## src/rtl/irq_agg_pkg.sv

```systemverilog
package irq_agg_pkg;
  localparam int unsigned DATA_W = 8;
  localparam int unsigned ADDR_W = 3;

  localparam logic [ADDR_W-1:0] A_SUM  = 3'd0;
  localparam logic [ADDR_W-1:0] A_MASK = 3'd1;
  localparam logic [ADDR_W-1:0] A_CTRL = 3'd2;
  localparam logic [ADDR_W-1:0] A_CLR  = 3'd3;
  localparam logic [ADDR_W-1:0] A_PWR  = 3'd4;
  localparam logic [ADDR_W-1:0] A_DET  = 3'd5;
  localparam logic [ADDR_W-1:0] A_FLT  = 3'd6;
  localparam logic [ADDR_W-1:0] A_SUP  = 3'd7;

  // command / enable bit in control and clear registers
  localparam int unsigned CMD_BIT = 7;

  // summary positions
  localparam int unsigned S_PEN  = 0;
  localparam int unsigned S_PG   = 1;
  localparam int unsigned S_DISC = 2;
  localparam int unsigned S_DET  = 3;
  localparam int unsigned S_CLS  = 4;
  localparam int unsigned S_ILIM = 5;
  localparam int unsigned S_RSVD = 6;
  localparam int unsigned S_SUP  = 7;

  // source bit inside each event group
  localparam int unsigned E_PWR_EN   = 0;
  localparam int unsigned E_PWR_PG   = 4;
  localparam int unsigned E_DET_DONE = 0;
  localparam int unsigned E_DET_CLS  = 4;
  localparam int unsigned E_FLT_ILIM = 0;
  localparam int unsigned E_FLT_DISC = 4;

  localparam int unsigned N_GRP = 4;
  localparam int unsigned G_PWR = 0;
  localparam int unsigned G_DET = 1;
  localparam int unsigned G_FLT = 2;
  localparam int unsigned G_SUP = 3;
endpackage

```

## src/rtl/irq_rst_sync.sv

```systemverilog
module irq_rst_sync #(
  parameter int unsigned STAGES = 2
) (
  input  logic clk,
  input  logic rst_n,
  output logic rst_s_n
);
  logic [STAGES-1:0] sync_q;
  logic [STAGES-1:0] sync_d;

  always_comb begin
    sync_d = {sync_q[STAGES-2:0], 1'b1};
  end

  always_ff @(posedge clk or negedge rst_n) begin
    if (!rst_n) sync_q <= '0;
    else        sync_q <= sync_d;
  end

  assign rst_s_n = sync_q[STAGES-1];
endmodule

```

## src/rtl/irq_evt_bank.sv

```systemverilog
module irq_evt_bank #(
  parameter int unsigned W = 8
) (
  input  logic         clk,
  input  logic         rst_n,
  input  logic [W-1:0] set_i,
  input  logic         clr_i,
  output logic [W-1:0] q_o
);
  logic [W-1:0] evt_q;
  logic [W-1:0] evt_d;
  logic         evt_ce;

  // a set pulse beats a simultaneous clear
  always_comb begin
    evt_ce = clr_i | (|set_i);
    if (clr_i) evt_d = set_i;
    else       evt_d = evt_q | set_i;
  end

  always_ff @(posedge clk or negedge rst_n) begin
    if (!rst_n)      evt_q <= '0;
    else if (evt_ce) evt_q <= evt_d;
  end

  assign q_o = evt_q;
endmodule

```

## src/rtl/irq_sum_map.sv

```systemverilog
module irq_sum_map
  import irq_agg_pkg::*;
#(
  parameter int unsigned W = 8
) (
  input  logic [W-1:0]      pwr_i,
  input  logic [W-1:0]      det_i,
  input  logic [W-1:0]      flt_i,
  input  logic [W-1:0]      sup_i,
  output logic [DATA_W-1:0] sum_o
);
  always_comb begin
    sum_o         = '0;
    sum_o[S_PEN]  = pwr_i[E_PWR_EN];
    sum_o[S_PG]   = pwr_i[E_PWR_PG];
    sum_o[S_DISC] = flt_i[E_FLT_DISC];
    sum_o[S_DET]  = det_i[E_DET_DONE];
    sum_o[S_CLS]  = det_i[E_DET_CLS];
    sum_o[S_ILIM] = flt_i[E_FLT_ILIM];
    sum_o[S_RSVD] = 1'b0;
    sum_o[S_SUP]  = |sup_i;
  end
endmodule

```

## src/rtl/irq_ctrl_regs.sv

```systemverilog
module irq_ctrl_regs
  import irq_agg_pkg::*;
#(
  parameter logic EN_RST = 1'b1
) (
  input  logic              clk,
  input  logic              rst_n,
  input  logic              wr_en,
  input  logic [ADDR_W-1:0] addr,
  input  logic [DATA_W-1:0] wdata,
  output logic [DATA_W-1:0] mask_o,
  output logic              en_o,
  output logic              clr_o
);
  logic [DATA_W-1:0] mask_q, mask_d;
  logic              mask_ce;
  logic              en_q, en_d;
  logic              en_ce;

  always_comb begin
    mask_ce = wr_en && (addr == A_MASK);
    mask_d  = wdata;
    en_ce   = wr_en && (addr == A_CTRL);
    en_d    = wdata[CMD_BIT];
    clr_o   = wr_en && (addr == A_CLR) && wdata[CMD_BIT];
  end

  always_ff @(posedge clk or negedge rst_n) begin
    if (!rst_n) begin
      mask_q <= '0;
      en_q   <= EN_RST;
    end else begin
      if (mask_ce) mask_q <= mask_d;
      if (en_ce)   en_q   <= en_d;
    end
  end

  assign mask_o = mask_q;
  assign en_o   = en_q;
endmodule

```

## src/rtl/irq_aggregator.sv

```systemverilog
module irq_aggregator
  import irq_agg_pkg::*;
#(
  parameter int unsigned EVT_W     = 8,
  parameter int unsigned SYNC_STGS = 2,
  parameter logic        EN_RST    = 1'b1
) (
  input  logic              clk,
  input  logic              rst_n,
  input  logic [EVT_W-1:0]  pwr_set,
  input  logic [EVT_W-1:0]  det_set,
  input  logic [EVT_W-1:0]  flt_set,
  input  logic [EVT_W-1:0]  sup_set,
  input  logic              reg_wr_en,
  input  logic [ADDR_W-1:0] reg_addr,
  input  logic [DATA_W-1:0] reg_wdata,
  output logic [DATA_W-1:0] reg_rdata,
  output logic              irq_do,
  output logic              irq_oe
);
  localparam int unsigned PAD_W = (DATA_W > EVT_W) ? DATA_W - EVT_W : 0;

  logic              rst_s_n;
  logic [DATA_W-1:0] mask_q;
  logic              en_q;
  logic              clr_cmd;
  logic [DATA_W-1:0] sum_w;
  logic [EVT_W-1:0]  grp_set [N_GRP];
  logic [EVT_W-1:0]  grp_q   [N_GRP];
  logic [EVT_W-1:0]  pwr_q, det_q, flt_q, sup_q;

  irq_rst_sync #(.STAGES(SYNC_STGS)) u_rst (
    .clk     (clk),
    .rst_n   (rst_n),
    .rst_s_n (rst_s_n)
  );

  irq_ctrl_regs #(.EN_RST(EN_RST)) u_ctrl (
    .clk    (clk),
    .rst_n  (rst_s_n),
    .wr_en  (reg_wr_en),
    .addr   (reg_addr),
    .wdata  (reg_wdata),
    .mask_o (mask_q),
    .en_o   (en_q),
    .clr_o  (clr_cmd)
  );

  assign grp_set[G_PWR] = pwr_set;
  assign grp_set[G_DET] = det_set;
  assign grp_set[G_FLT] = flt_set;
  assign grp_set[G_SUP] = sup_set;

  for (genvar g = 0; g < N_GRP; g++) begin : g_bank
    irq_evt_bank #(.W(EVT_W)) u_bank (
      .clk   (clk),
      .rst_n (rst_s_n),
      .set_i (grp_set[g]),
      .clr_i (clr_cmd),
      .q_o   (grp_q[g])
    );
  end

  assign pwr_q = grp_q[G_PWR];
  assign det_q = grp_q[G_DET];
  assign flt_q = grp_q[G_FLT];
  assign sup_q = grp_q[G_SUP];

  irq_sum_map #(.W(EVT_W)) u_map (
    .pwr_i (pwr_q),
    .det_i (det_q),
    .flt_i (flt_q),
    .sup_i (sup_q),
    .sum_o (sum_w)
  );

  function automatic logic [DATA_W-1:0] widen(input logic [EVT_W-1:0] v);
    logic [DATA_W-1:0] r;
    r = '0;
    for (int i = 0; i < EVT_W && i < DATA_W; i++) r[i] = v[i];
    return r;
  endfunction

  always_comb begin
    unique case (reg_addr)
      A_SUM:   reg_rdata = sum_w;
      A_MASK:  reg_rdata = mask_q;
      A_CTRL:  reg_rdata = {en_q, {(DATA_W-1){1'b0}}};
      A_CLR:   reg_rdata = '0;
      A_PWR:   reg_rdata = widen(pwr_q);
      A_DET:   reg_rdata = widen(det_q);
      A_FLT:   reg_rdata = widen(flt_q);
      default: reg_rdata = widen(sup_q);
    endcase
  end

  assign irq_do = ~(|(sum_w & ~mask_q));
  assign irq_oe = en_q;

  if (PAD_W > 0) begin : g_pad_note
  end
endmodule

```

## config.mk

```make
export PLATFORM = sky130hd
export DESIGN_NAME = irq_aggregator
export DESIGN_NICKNAME = d
export VERILOG_FILES = /design/src/rtl/irq_agg_pkg.sv /design/src/rtl/irq_rst_sync.sv /design/src/rtl/irq_evt_bank.sv /design/src/rtl/irq_sum_map.sv /design/src/rtl/irq_ctrl_regs.sv /design/src/rtl/irq_aggregator.sv
export SDC_FILE = /design/constraint.sdc
export NUM_CORES = 1
export LEC_CHECK = 0
export CORE_MARGIN = 2
export CORE_UTILIZATION = 48
export CTS_CLUSTER_SIZE = 10
export DETAILED_ROUTE_END_ITERATION = 16
export DONT_BUFFER_PORTS = 1
export PLACE_DENSITY_LB_ADDON = 0.12
export SYNTH_ARGS = -nofsm -noshare
export SYNTH_HDL_FRONTEND = slang
export SYNTH_HIERARCHICAL = 1
export SYNTH_SLANG_ARGS = --single-unit
```

## constraint.sdc

```tcl
create_clock -name clk -period 1.3 [get_ports clk]
set_input_delay 0.13 -clock clk [delete_from_list [all_inputs] [get_ports clk]]
set_output_delay 0.13 -clock clk [all_outputs]
set_load 0.02 [all_outputs]
```

==> impl_metrics.yaml, run 1 <==
worst_setup_path:
  cp_num_buf_inv: 2
  cpLargestDelayFamily: "simple AND/OR/NAND/NOR gates"
  path_max_fanout: 2
  r2r-end: "g_bank[3].u_bank/q_o[0]$_DFFE_PN0P_"
  cp.required_ps: 1170
  reg2regPathDepth: 3
  crit_path_cell_trace: "nor4_1 -> nand2_1 -> inv_1 -> o22ai_2 -> nor4_2 -> buf_4"
  arrival_ps: 1640
  crit_slowest_cell: "dfrtp_1"
  worst_setup_path_start_kind: "flip-flop"
  worstSetupPathType: "reg -> out"
  r2r_start: "g_bank[3].u_bank/q_o[0]$_DFFE_PN0P_"
  r2r_slack_ps: 380
  max_stage_delay_ps: 390
  endpoint_kind: "output pin"
die:
  io_pins: 56
  dieArea_um2: 5020
  start_util: 0.496
  coreArea_um2: 4320
  die_y_um: 70.8
  die_w_um: 70.8
  placementRows: 24
timing:
  rsz0062_at_grt: "true"
  finalCriticalPeriod_ps: 1770
  slew_violations: 0
  fin_setup_tns_ps: -1760
  setup_viol: 9
  finalHoldViolCount: 0
  fin_crit_sh: 1.36
  skew_ps: 11.7
  worst_slack_ps: -467
  fmax_mhz: 566
yosys:
  syn_area_um2: 2140
  syn_nets: 215
  ys_seq_area_frac: 0.503
  synth_cell_type_count: 31
  syn_area_per_cell_um2: 12.7
  yosysWarnings: 6
  syn_inst: 169
  synth-seq-cells: 43
detailed_routing:
  drtPass1Iterations: 4
  viasPerCell: 5.56
  wl_per_cell_um: 18.4
  final_antenna_net_count: 0
  drc_errors: 0
  via_count: 1513
  drt-initial-drc-count: 48
  wirelength_um: 5000
cells_and_area:
  final_util: 0.678
  diodes: 0
  final_cell_area_um2: 2930
  layout_common_cells: "42 x dfrtp_1, 41 x dlygate4sd3_1, 32 x a21o_1"
  final_common_cell: "dfrtp_1"
  syn_to_final_growth_pct: 36.8
  drive_gt1_frac: 0.314
  final_nets: 265
global_route:
  first_global_vias: 1688
  grt_pass1_wl_um: 8380
  track_usage: 0.216
  antenna_found_initial: 0
  grt_max_degree: 29
  grt-ovfl-total: 0
run_status:
  run_status: "complete, but fails checks"
  violations: "setup timing"
clock_tree:
  cts_tree: "yes"
  clock_path_buffers: 2
  htreeDepth: 2
  clock_latency_ps: 290
  cts_made_buffers: 5
  clock-sinks: 43
  cts_root_buf: "clkbuf_8"
  clkTransAtPathRegs_ps: 90
power:
  powerDensity_nw_per_um2: 982
  power.internal_uw: 2130
  pwr-share-comb: 0.195
  power_frac_seq: 0.524
  swShare: 0.260
  total_power_uw: 2880
  p_sw_uw: 748
  power_leakage_uw: 0.00118
  power_frac_clock: 0.281
  ir_drop_mv: 0.584
run:
  cap_violations: 0
placed_design:
  gp_congestion: 0.796
  dp_hpwl_um: 3470
  io_buffer_count: 0
  placed_area_um2: 2200
  preCtsSetupSlack_ps: -144
worst_hold_path:
  min_path_type: "in -> async"
-- worst reg2reg max path: cells and delay by family, from the launching register on --
family | cells | cell delay, ps
buffers and inverters | 2 | 250
flip-flops | 1 | 400
AO/OA/AOI/OAI | 1 | 170
-- registers in the layout, summed over array words and instances, names as in the netlist --
| register | count |
|---|---|
| u_rst/sync_q | 2 |
| u_ctrl/en_o | 1 |
| g_bank.u_bank/q_o | 32 |
| u_ctrl/mask_o | 8 |
-- power groups by stage --
stage | sequential, uW | combinational (uW) | clock (uW)
after floorplan | 1530 | 321 | 0
after global placement | 1530 | 369 | 0
after detailed placement | 1530 | 377 | 0
after CTS | 1510 | 554 | 829
after global routing | 1520 | 601 | 894
final | 1510 | 560 | 809
-- through the flow --
stage / hold WS, ps / instances
6_report: 79.2 / 272
5_1_grt: 61.0 / 272
4_1_cts: 62.8 / 271
3_5_place_dp: -166 / 221
3_3_place_gp: -166 / 221
2_1_floorplan: -166 / 169
-- layer usage --
layer	vias to the layer above	global-route usage	wire, um	part of all wire
li1	702	-	-	-
met5	-	0	0	0
met1	752	0.298	2200	0.44
met4	0	0.0629	80	0.016
met3	10	0.0584	291	0.058
met2	49	0.336	2430	0.49
-- synth_stat cells --
library cell / instances / share of area
a211oi_1: 1 / 0.0035
a221oi_1: 1 / 0.0041
a21o_1: 32 / 0.11
nor2_1: 2 / 0.0035
nand3_1: 6 / 0.014
mux2_4: 12 / 0.084
nor4_1: 3 / 0.0088
mux2_2: 6 / 0.032
a221oi_2: 1 / 0.0070
clkbuf_4: 1 / 0.0035
conb_1: 2 / 0.0035
and4bb_2: 2 / 0.012
buf_12: 1 / 0.0093
inv_2: 4 / 0.0070
nand2_1: 2 / 0.0035
mux2i_1: 13 / 0.061
o221ai_2: 3 / 0.021
o22ai_1: 4 / 0.012
buf_4: 8 / 0.028
inv_1: 8 / 0.014
buf_6: 3 / 0.016
dfstp_2: 1 / 0.012
nand2b_2: 1 / 0.0041
dfrtp_1: 42 / 0.49
and4bb_1: 1 / 0.0058
a21oi_1: 1 / 0.0023
or2_2: 1 / 0.0029
nor2b_1: 1 / 0.0029
o221ai_1: 3 / 0.012
clkbuf_1: 1 / 0.0017
a22oi_1: 2 / 0.0070
-- area by class of cell --
cell class	instances	area, um2
Fill cell	321	1390
Multi-Input combinational cell	100	1110
Sequential cell	43	1080
Timing Repair Buffer	57	549
Clock buffer	7	76.3
Tap cell	52	65.1
Inverter	12	45.0
Clock inverter	1	5.00
-- logic make-up after synthesis --
family	synth area share
AO/OA/AOI/OAI	0.181
multiplexers	0.176
other	0.00350
AND/OR/NAND/NOR	0.0572
buffers and inverters	0.0794
flip-flops	0.503
-- how the worst max path moves through the flow --
stage                  end  slack (ps)                                start  cells after the start
floorplan           irq_do         -60  g_bank[3].u_bank/q_o[1]$_DFFE_PN0P_                      5
global placement    irq_do         -80  g_bank[3].u_bank/q_o[7]$_DFFE_PN0P_                      6
detailed placement  irq_do        -140  g_bank[3].u_bank/q_o[7]$_DFFE_PN0P_                      6
CTS                 irq_do        -430  g_bank[3].u_bank/q_o[1]$_DFFE_PN0P_                      6
global route        irq_do        -510  g_bank[3].u_bank/q_o[7]$_DFFE_PN0P_                      6
finish              irq_do        -470  g_bank[3].u_bank/q_o[1]$_DFFE_PN0P_                      6
-- what timing repair did --
item	in CTS	in global routing
gates cloned	0	0
endpoints found under the setup margin	9	9
setup buffers	4	2
pin swaps	9	2
gates resized for setup	32	4
hold buffers	41	0
endpoints found under the hold margin	43	0
Note: power is estimated with default switching activity, not from simulation.
==> run 2, diff against run 1 <==
- GPL_ROUTABILITY_DRIVEN: not set -> 0
- clock period: 1.3 -> 1.6 ns (I/O delays scaled with it)
==> run 2 against run 1 <==
  * The flow still finishes with violations (setup timing)
  * Setup slack gained 300 ps
  * Design area shrank 11%
  * Non-clock buffer count shrank 18
  * Power shrank 19%
  * Critical path type unchanged
  * Critical endpoint unchanged
==> impl_metrics.yaml, run 2 (same netlist as run 1, synthesis figures left out) <==
cells_and_area:
  layout_common_cells: "42 x dfrtp_1, 35 x dlygate4sd3_1, 32 x a21o_1"
  largest_reg_flops: 32
  final_common_cell: "dfrtp_1"
  syn_to_final_growth_pct: 21.9
  drive_gt1_frac: 0.248
  diodes: 0
  nFillCells: 357
  final_nets: 247
die:
  coreArea_um2: 4320
  io_pins: 56
  die_w_um: 70.8
  start_util: 0.496
  dieArea_um2: 5020
  die_y_um: 70.8
  placementRows: 24
global_route:
  grt_max_degree: 42
  track_usage: 0.205
  grt-ovfl-total: 0
  first_global_vias: 1583
  grt_pass1_wl_um: 7940
  antenna_found_initial: 0
detailed_routing:
  viasPerCell: 5.67
  wl_per_cell_um: 18.4
  drtPass1Iterations: 4
  via_count: 1440
  drt-initial-drc-count: 52
  wirelength_um: 4680
  final_antenna_net_count: 0
  drc_errors: 0
run_status:
  run_status: "complete, but fails checks"
  violations: "setup timing"
timing:
  finalCriticalPeriod_ps: 1770
  max_slew_margin: 0.656
  fmax_mhz: 566
  worst_slack_ps: -166
  setup_viol: 2
  finalHoldViolCount: 0
  slew_violations: 0
  rsz0062_at_grt: "true"
  fin_crit_sh: 1.10
  skew_ps: 8.70
  worst_slew_pin_slew_ps: 516
clock_tree:
  cts_tree: "yes"
  clkTransAtPathRegs_ps: 90
  cts_made_buffers: 5
  clock-sinks: 43
  clock_latency_ps: 300
  clock_path_buffers: 2
  cts_root_buf: "clkbuf_8"
  htreeDepth: 2
worst_setup_path:
  worst_setup_path_start_kind: "flip-flop"
  arrival_ps: 1610
  cp.required_ps: 1440
  path_max_fanout: 2
  endpoint_kind: "output pin"
  worstSetupPathType: "reg -> out"
power:
  ir_drop_mv: 0.494
  powerDensity_nw_per_um2: 892
  power_leakage_uw: 0.00104
  total_power_uw: 2330
placed_design:
  io_buffer_count: 0
  preCtsSetupSlack_ps: 68.8
  dp_hpwl_um: 3300
run:
  cap_violations: 0
worst_hold_path:
  min_path_type: "in -> reg"
run 2: changes by cell type in the layout (fill, tap and decap cells not counted), moves of 5 or more:
cell | previous run | this run
buf_4 | 11 | 4
buf_6 | 5 | 0
dlygate4sd3_1 | 41 | 35
mux2_2 | 1 | 6
mux2_4 | 17 | 12
nand3_1 | 0 | 5
nand3_4 | 5 | 0
o221ai_2 | 0 | 5
o221ai_4 | 6 | 1
run 2: report_power, final:
part	internal, uW	switching, uW
logic	209	152
registers	1160	72.4
clock network	352	385
total	1720	609
run 2: worst max-delay path, cell delays in order, from the launching register on:
cell	delay (ps)
dfrtp_1	410
nor4_2	290
nand2_1	120
inv_1	70
o22ai_1	80
nor4_2	150
buf_4	180
run 2: layout make-up:
class	instances	area [um2]	area share
clock buffer	6	82.6	0.0316
multi-input combinational	100	947	0.362
timing repair buffer	39	380	0.146
clock inverter	2	16.3	0.00622
inverter	12	45.0	0.0172
tap	52	65.1	0.0249
sequential	43	1080	0.412
run 2: per-stage QoR:
stage               instances   util  instance area, um2  setup TNS (ps)  hold slack, ps
finish                    254  0.604                2610            -256            12.2
CTS                       252  0.592                2560            -297            1.73
global placement          210  0.488                2110               0            -136
floorplan                 169      -                2150               0            -136
global route              254  0.604                2610            -569            1.46
detailed placement        210  0.488                2110               0            -136
run 2: worst paths after layout:
kind                                                      from                             endpoint  slack, ps  cells past startpoint
max                        g_bank[3].u_bank/q_o[2]$_DFFE_PN0P_                               irq_do       -170                      6
min                                               reg_wdata[0]         u_ctrl/mask_o[0]$_DFFE_PN0P_         10                      1
max reg2reg                            u_ctrl/en_o$_DFFE_PN1P_              u_ctrl/en_o$_DFFE_PN1P_        760                      1
min reg2reg                          u_rst/sync_q[1]$_DFF_PN0_  g_bank[0].u_bank/q_o[5]$_DFFE_PN0P_        310                      1
max in group asynchronous            u_rst/sync_q[1]$_DFF_PN0_              u_ctrl/en_o$_DFFE_PN1P_        920                      1
min in group asynchronous                                rst_n            u_rst/sync_q[1]$_DFF_PN0_         80                      1
run 2: timing repair:
item                                   4_1_cts  5_1_grt
hold buffers                                33        2
resized for setup                            2        5
pin swaps                                    3        0
setup endpoints to repair                    2        6
endpoints found under the hold margin       34        2
setup buffers                                1        0
run 2: layer usage:
layer | vias to the layer above | track usage | share of wire
met3 | 8 | 0.0655 | 0.059
met2 | 42 | 0.316 | 0.48
li1 | 667 | - | -
met4 | 0 | 0.0629 | 0.013
met5 | - | 0 | 0
met1 | 723 | 0.279 | 0.45
==> run 3, diff against run 2 <==
==> constraint.sdc (replaced) <==
create_clock -name clk -period 1.6 [get_ports clk]
set_input_delay 0.32 -clock clk [delete_from_list [all_inputs] [get_ports clk]]
set_output_delay 0.32 -clock clk [all_outputs]
set_load 0.02 [all_outputs]
==> run 3 against run 2 <==
  * The run still ends with setup timing left
  * Die area did not move
  * Clock-buffer cell count is the same
  * Flip-flop and latch count did not move
  * Power is 1.4% lower
  * Design area decreased by 4.9%
  * Largest cell class unchanged
  * Highest routed layer unchanged
==> impl_metrics.yaml, run 3 (same netlist as run 1, synthesis figures left out) <==
die:
  placementRows: 24
  dieArea_um2: 5020
  start_util: 0.496
  die_w_um: 70.8
  die_y_um: 70.8
  io_pins: 56
  coreArea_um2: 4320
worst_setup_path:
  crit_path_cell_trace: "nor4_2 -> nand2_1 -> inv_1 -> o22ai_1 -> nor4_2 -> buf_4"
  cpLargestDelayFamily: "simple AND/OR/NAND/NOR gates"
  cp.required_ps: 1280
  worst_setup_path_start_kind: "flip-flop"
  path_max_fanout: 2
  max_stage_delay_ps: 400
  crit_slowest_cell: "dfrtp_1"
  cpMostUsedCell: "nor4_2"
  cp_num_buf_inv: 2
  worstSetupPathType: "reg -> out"
  arrival_ps: 1550
  endpoint_kind: "output pin"
detailed_routing:
  final_antenna_net_count: 0
  drtPass1Iterations: 4
  via_count: 1351
  drc_errors: 0
  wirelength_um: 4450
  wl_per_cell_um: 19.2
  drt-initial-drc-count: 48
  viasPerCell: 5.82
run_status:
  violations: "setup timing"
  run_status: "complete, but fails checks"
cells_and_area:
  layout_common_cells: "41 x dfrtp_1, 32 x a21o_1, 17 x mux2_4"
  drive_gt1_frac: 0.394
  final_nets: 225
  final_common_cell: "dfrtp_1"
  stdcell_count: 232
  nFillCells: 371
  seqCellArea_um2: 1080
  diodes: 0
  syn_to_final_growth_pct: 15.9
  largest_reg_flops: 32
  multi_input_area_um2: 1040
timing:
  finalHoldViolCount: 0
  fin_setup_tns_ps: -855
  worst_slack_ps: -268
  fmax_mhz: 535
  rsz0062_at_grt: "true"
  skew_ps: 5.97
  slew_violations: 0
  holdWs_ps: 114
  finalCriticalPeriod_ps: 1870
  worst_slew_pin_slew_ps: 504
  fin_crit_sh: 1.17
  setup_viol: 7
  max_slew_margin: 0.664
global_route:
  use_met1: 0.267
  use_met2: 0.309
  grt_pass1_wl_um: 7720
  grt_max_degree: 42
  track_usage: 0.202
  first_global_vias: 1544
  antenna_found_initial: 0
  grt_util_met3: 0.0698
  grt-ovfl-total: 0
  busiest_layer: "met2"
clock_tree:
  clkTransAtPathRegs_ps: 90
  clock-sinks: 43
  cts_tree: "yes"
  htreeDepth: 2
  cts_root_buf: "clkbuf_8"
  cts_made_buffers: 5
  clock_latency_ps: 290
  clock_path_buffers: 2
power:
  power_leakage_uw: 0.00100
  powerDensity_nw_per_um2: 925
  total_power_uw: 2300
  ir_drop_mv: 0.527
placed_design:
  io_buffer_count: 0
  preCtsSetupSlack_ps: 5.51
  place_inst: 220
  dp_hpwl_um: 3380
run:
  cap_violations: 0
worst_hold_path:
  min_path_type: "in -> reg"
run 3: cell count changes in the layout (fill, tap and decap cells not counted), moves of 3 or more:
cell	change
dlygate4sd3_1	-34
buf_4	+6
buf_6	+6
mux2_2	-5
mux2_4	+5
nand3_1	-5
nand3_2	+3
run 3: area by class of cell:
| type | instances | share of cell area |
|---|---|---|
| flip-flops and latches | 43 | 0.434 |
| clock inverters | 2 | 0.00655 |
| well taps | 52 | 0.0262 |
| repair buffers | 17 | 0.0614 |
| multi-input cells | 100 | 0.420 |
| clock buffers | 6 | 0.0332 |
| inverters | 12 | 0.0181 |
run 3: path summary, 6_finish.rpt:
kind / startpoint / endpoint / slack [ps] / cells after the start
setup / recovery: g_bank[3].u_bank/q_o[7]$_DFFE_PN0P_ / irq_do / -270 / 6
max in group asynchronous: u_rst/sync_q[1]$_DFF_PN0_ / u_ctrl/en_o$_DFFE_PN1P_ / 930 / 1
min in group asynchronous: rst_n / u_rst/sync_q[0]$_DFF_PN0_ / 260 / 1
hold / removal: flt_set[2] / g_bank[2].u_bank/q_o[2]$_DFFE_PN0P_ / 110 / 1
hold reg to reg: u_rst/sync_q[1]$_DFF_PN0_ / g_bank[0].u_bank/q_o[7]$_DFFE_PN0P_ / 300 / 1
setup reg to reg: g_bank[3].u_bank/q_o[0]$_DFFE_PN0P_ / g_bank[3].u_bank/q_o[0]$_DFFE_PN0P_ / 710 / 3
run 3: metrics by stage:
step / cell area [um2] / utilization
4_1_cts: 2430 / 0.562
3_3_place_gp: 2190 / 0.507
2_1_floorplan: 2160 / -
3_5_place_dp: 2190 / 0.507
5_1_grt: 2480 / 0.575
6_report: 2480 / 0.575
run 3: metal layers:
metal / vias to the layer above / share of wire
met5: - / 0
met4: 0 / 0.015
met3: 6 / 0.062
met2: 38 / 0.48
met1: 682 / 0.44
li1: 625 / -
run 3: worst register-to-register path, cell delays in order, from the launching register on:
cell     delay (ps)
dfrtp_1         390
buf_6           120
buf_4           120
a21o_1          160
run 3: timing repair:
| item | CTS | global route |
|---|---|---|
| hold endpoints to repair | 2 | 0 |
| resized for setup | 23 | 8 |
| endpoints found under the setup margin | 8 | 9 |
| gates cloned | 0 | 0 |
| hold buffers | 1 | 0 |
| pin swaps | 8 | 2 |
| setup buffers | 1 | 4 |
run 3: report_power, final:
part | total, uW | internal, uW | switching [uW]
logic | 343 | 192 | 150
registers | 1240 | 1160 | 74.6
clock network | 721 | 352 | 369
total | 2300 | 1710 | 594
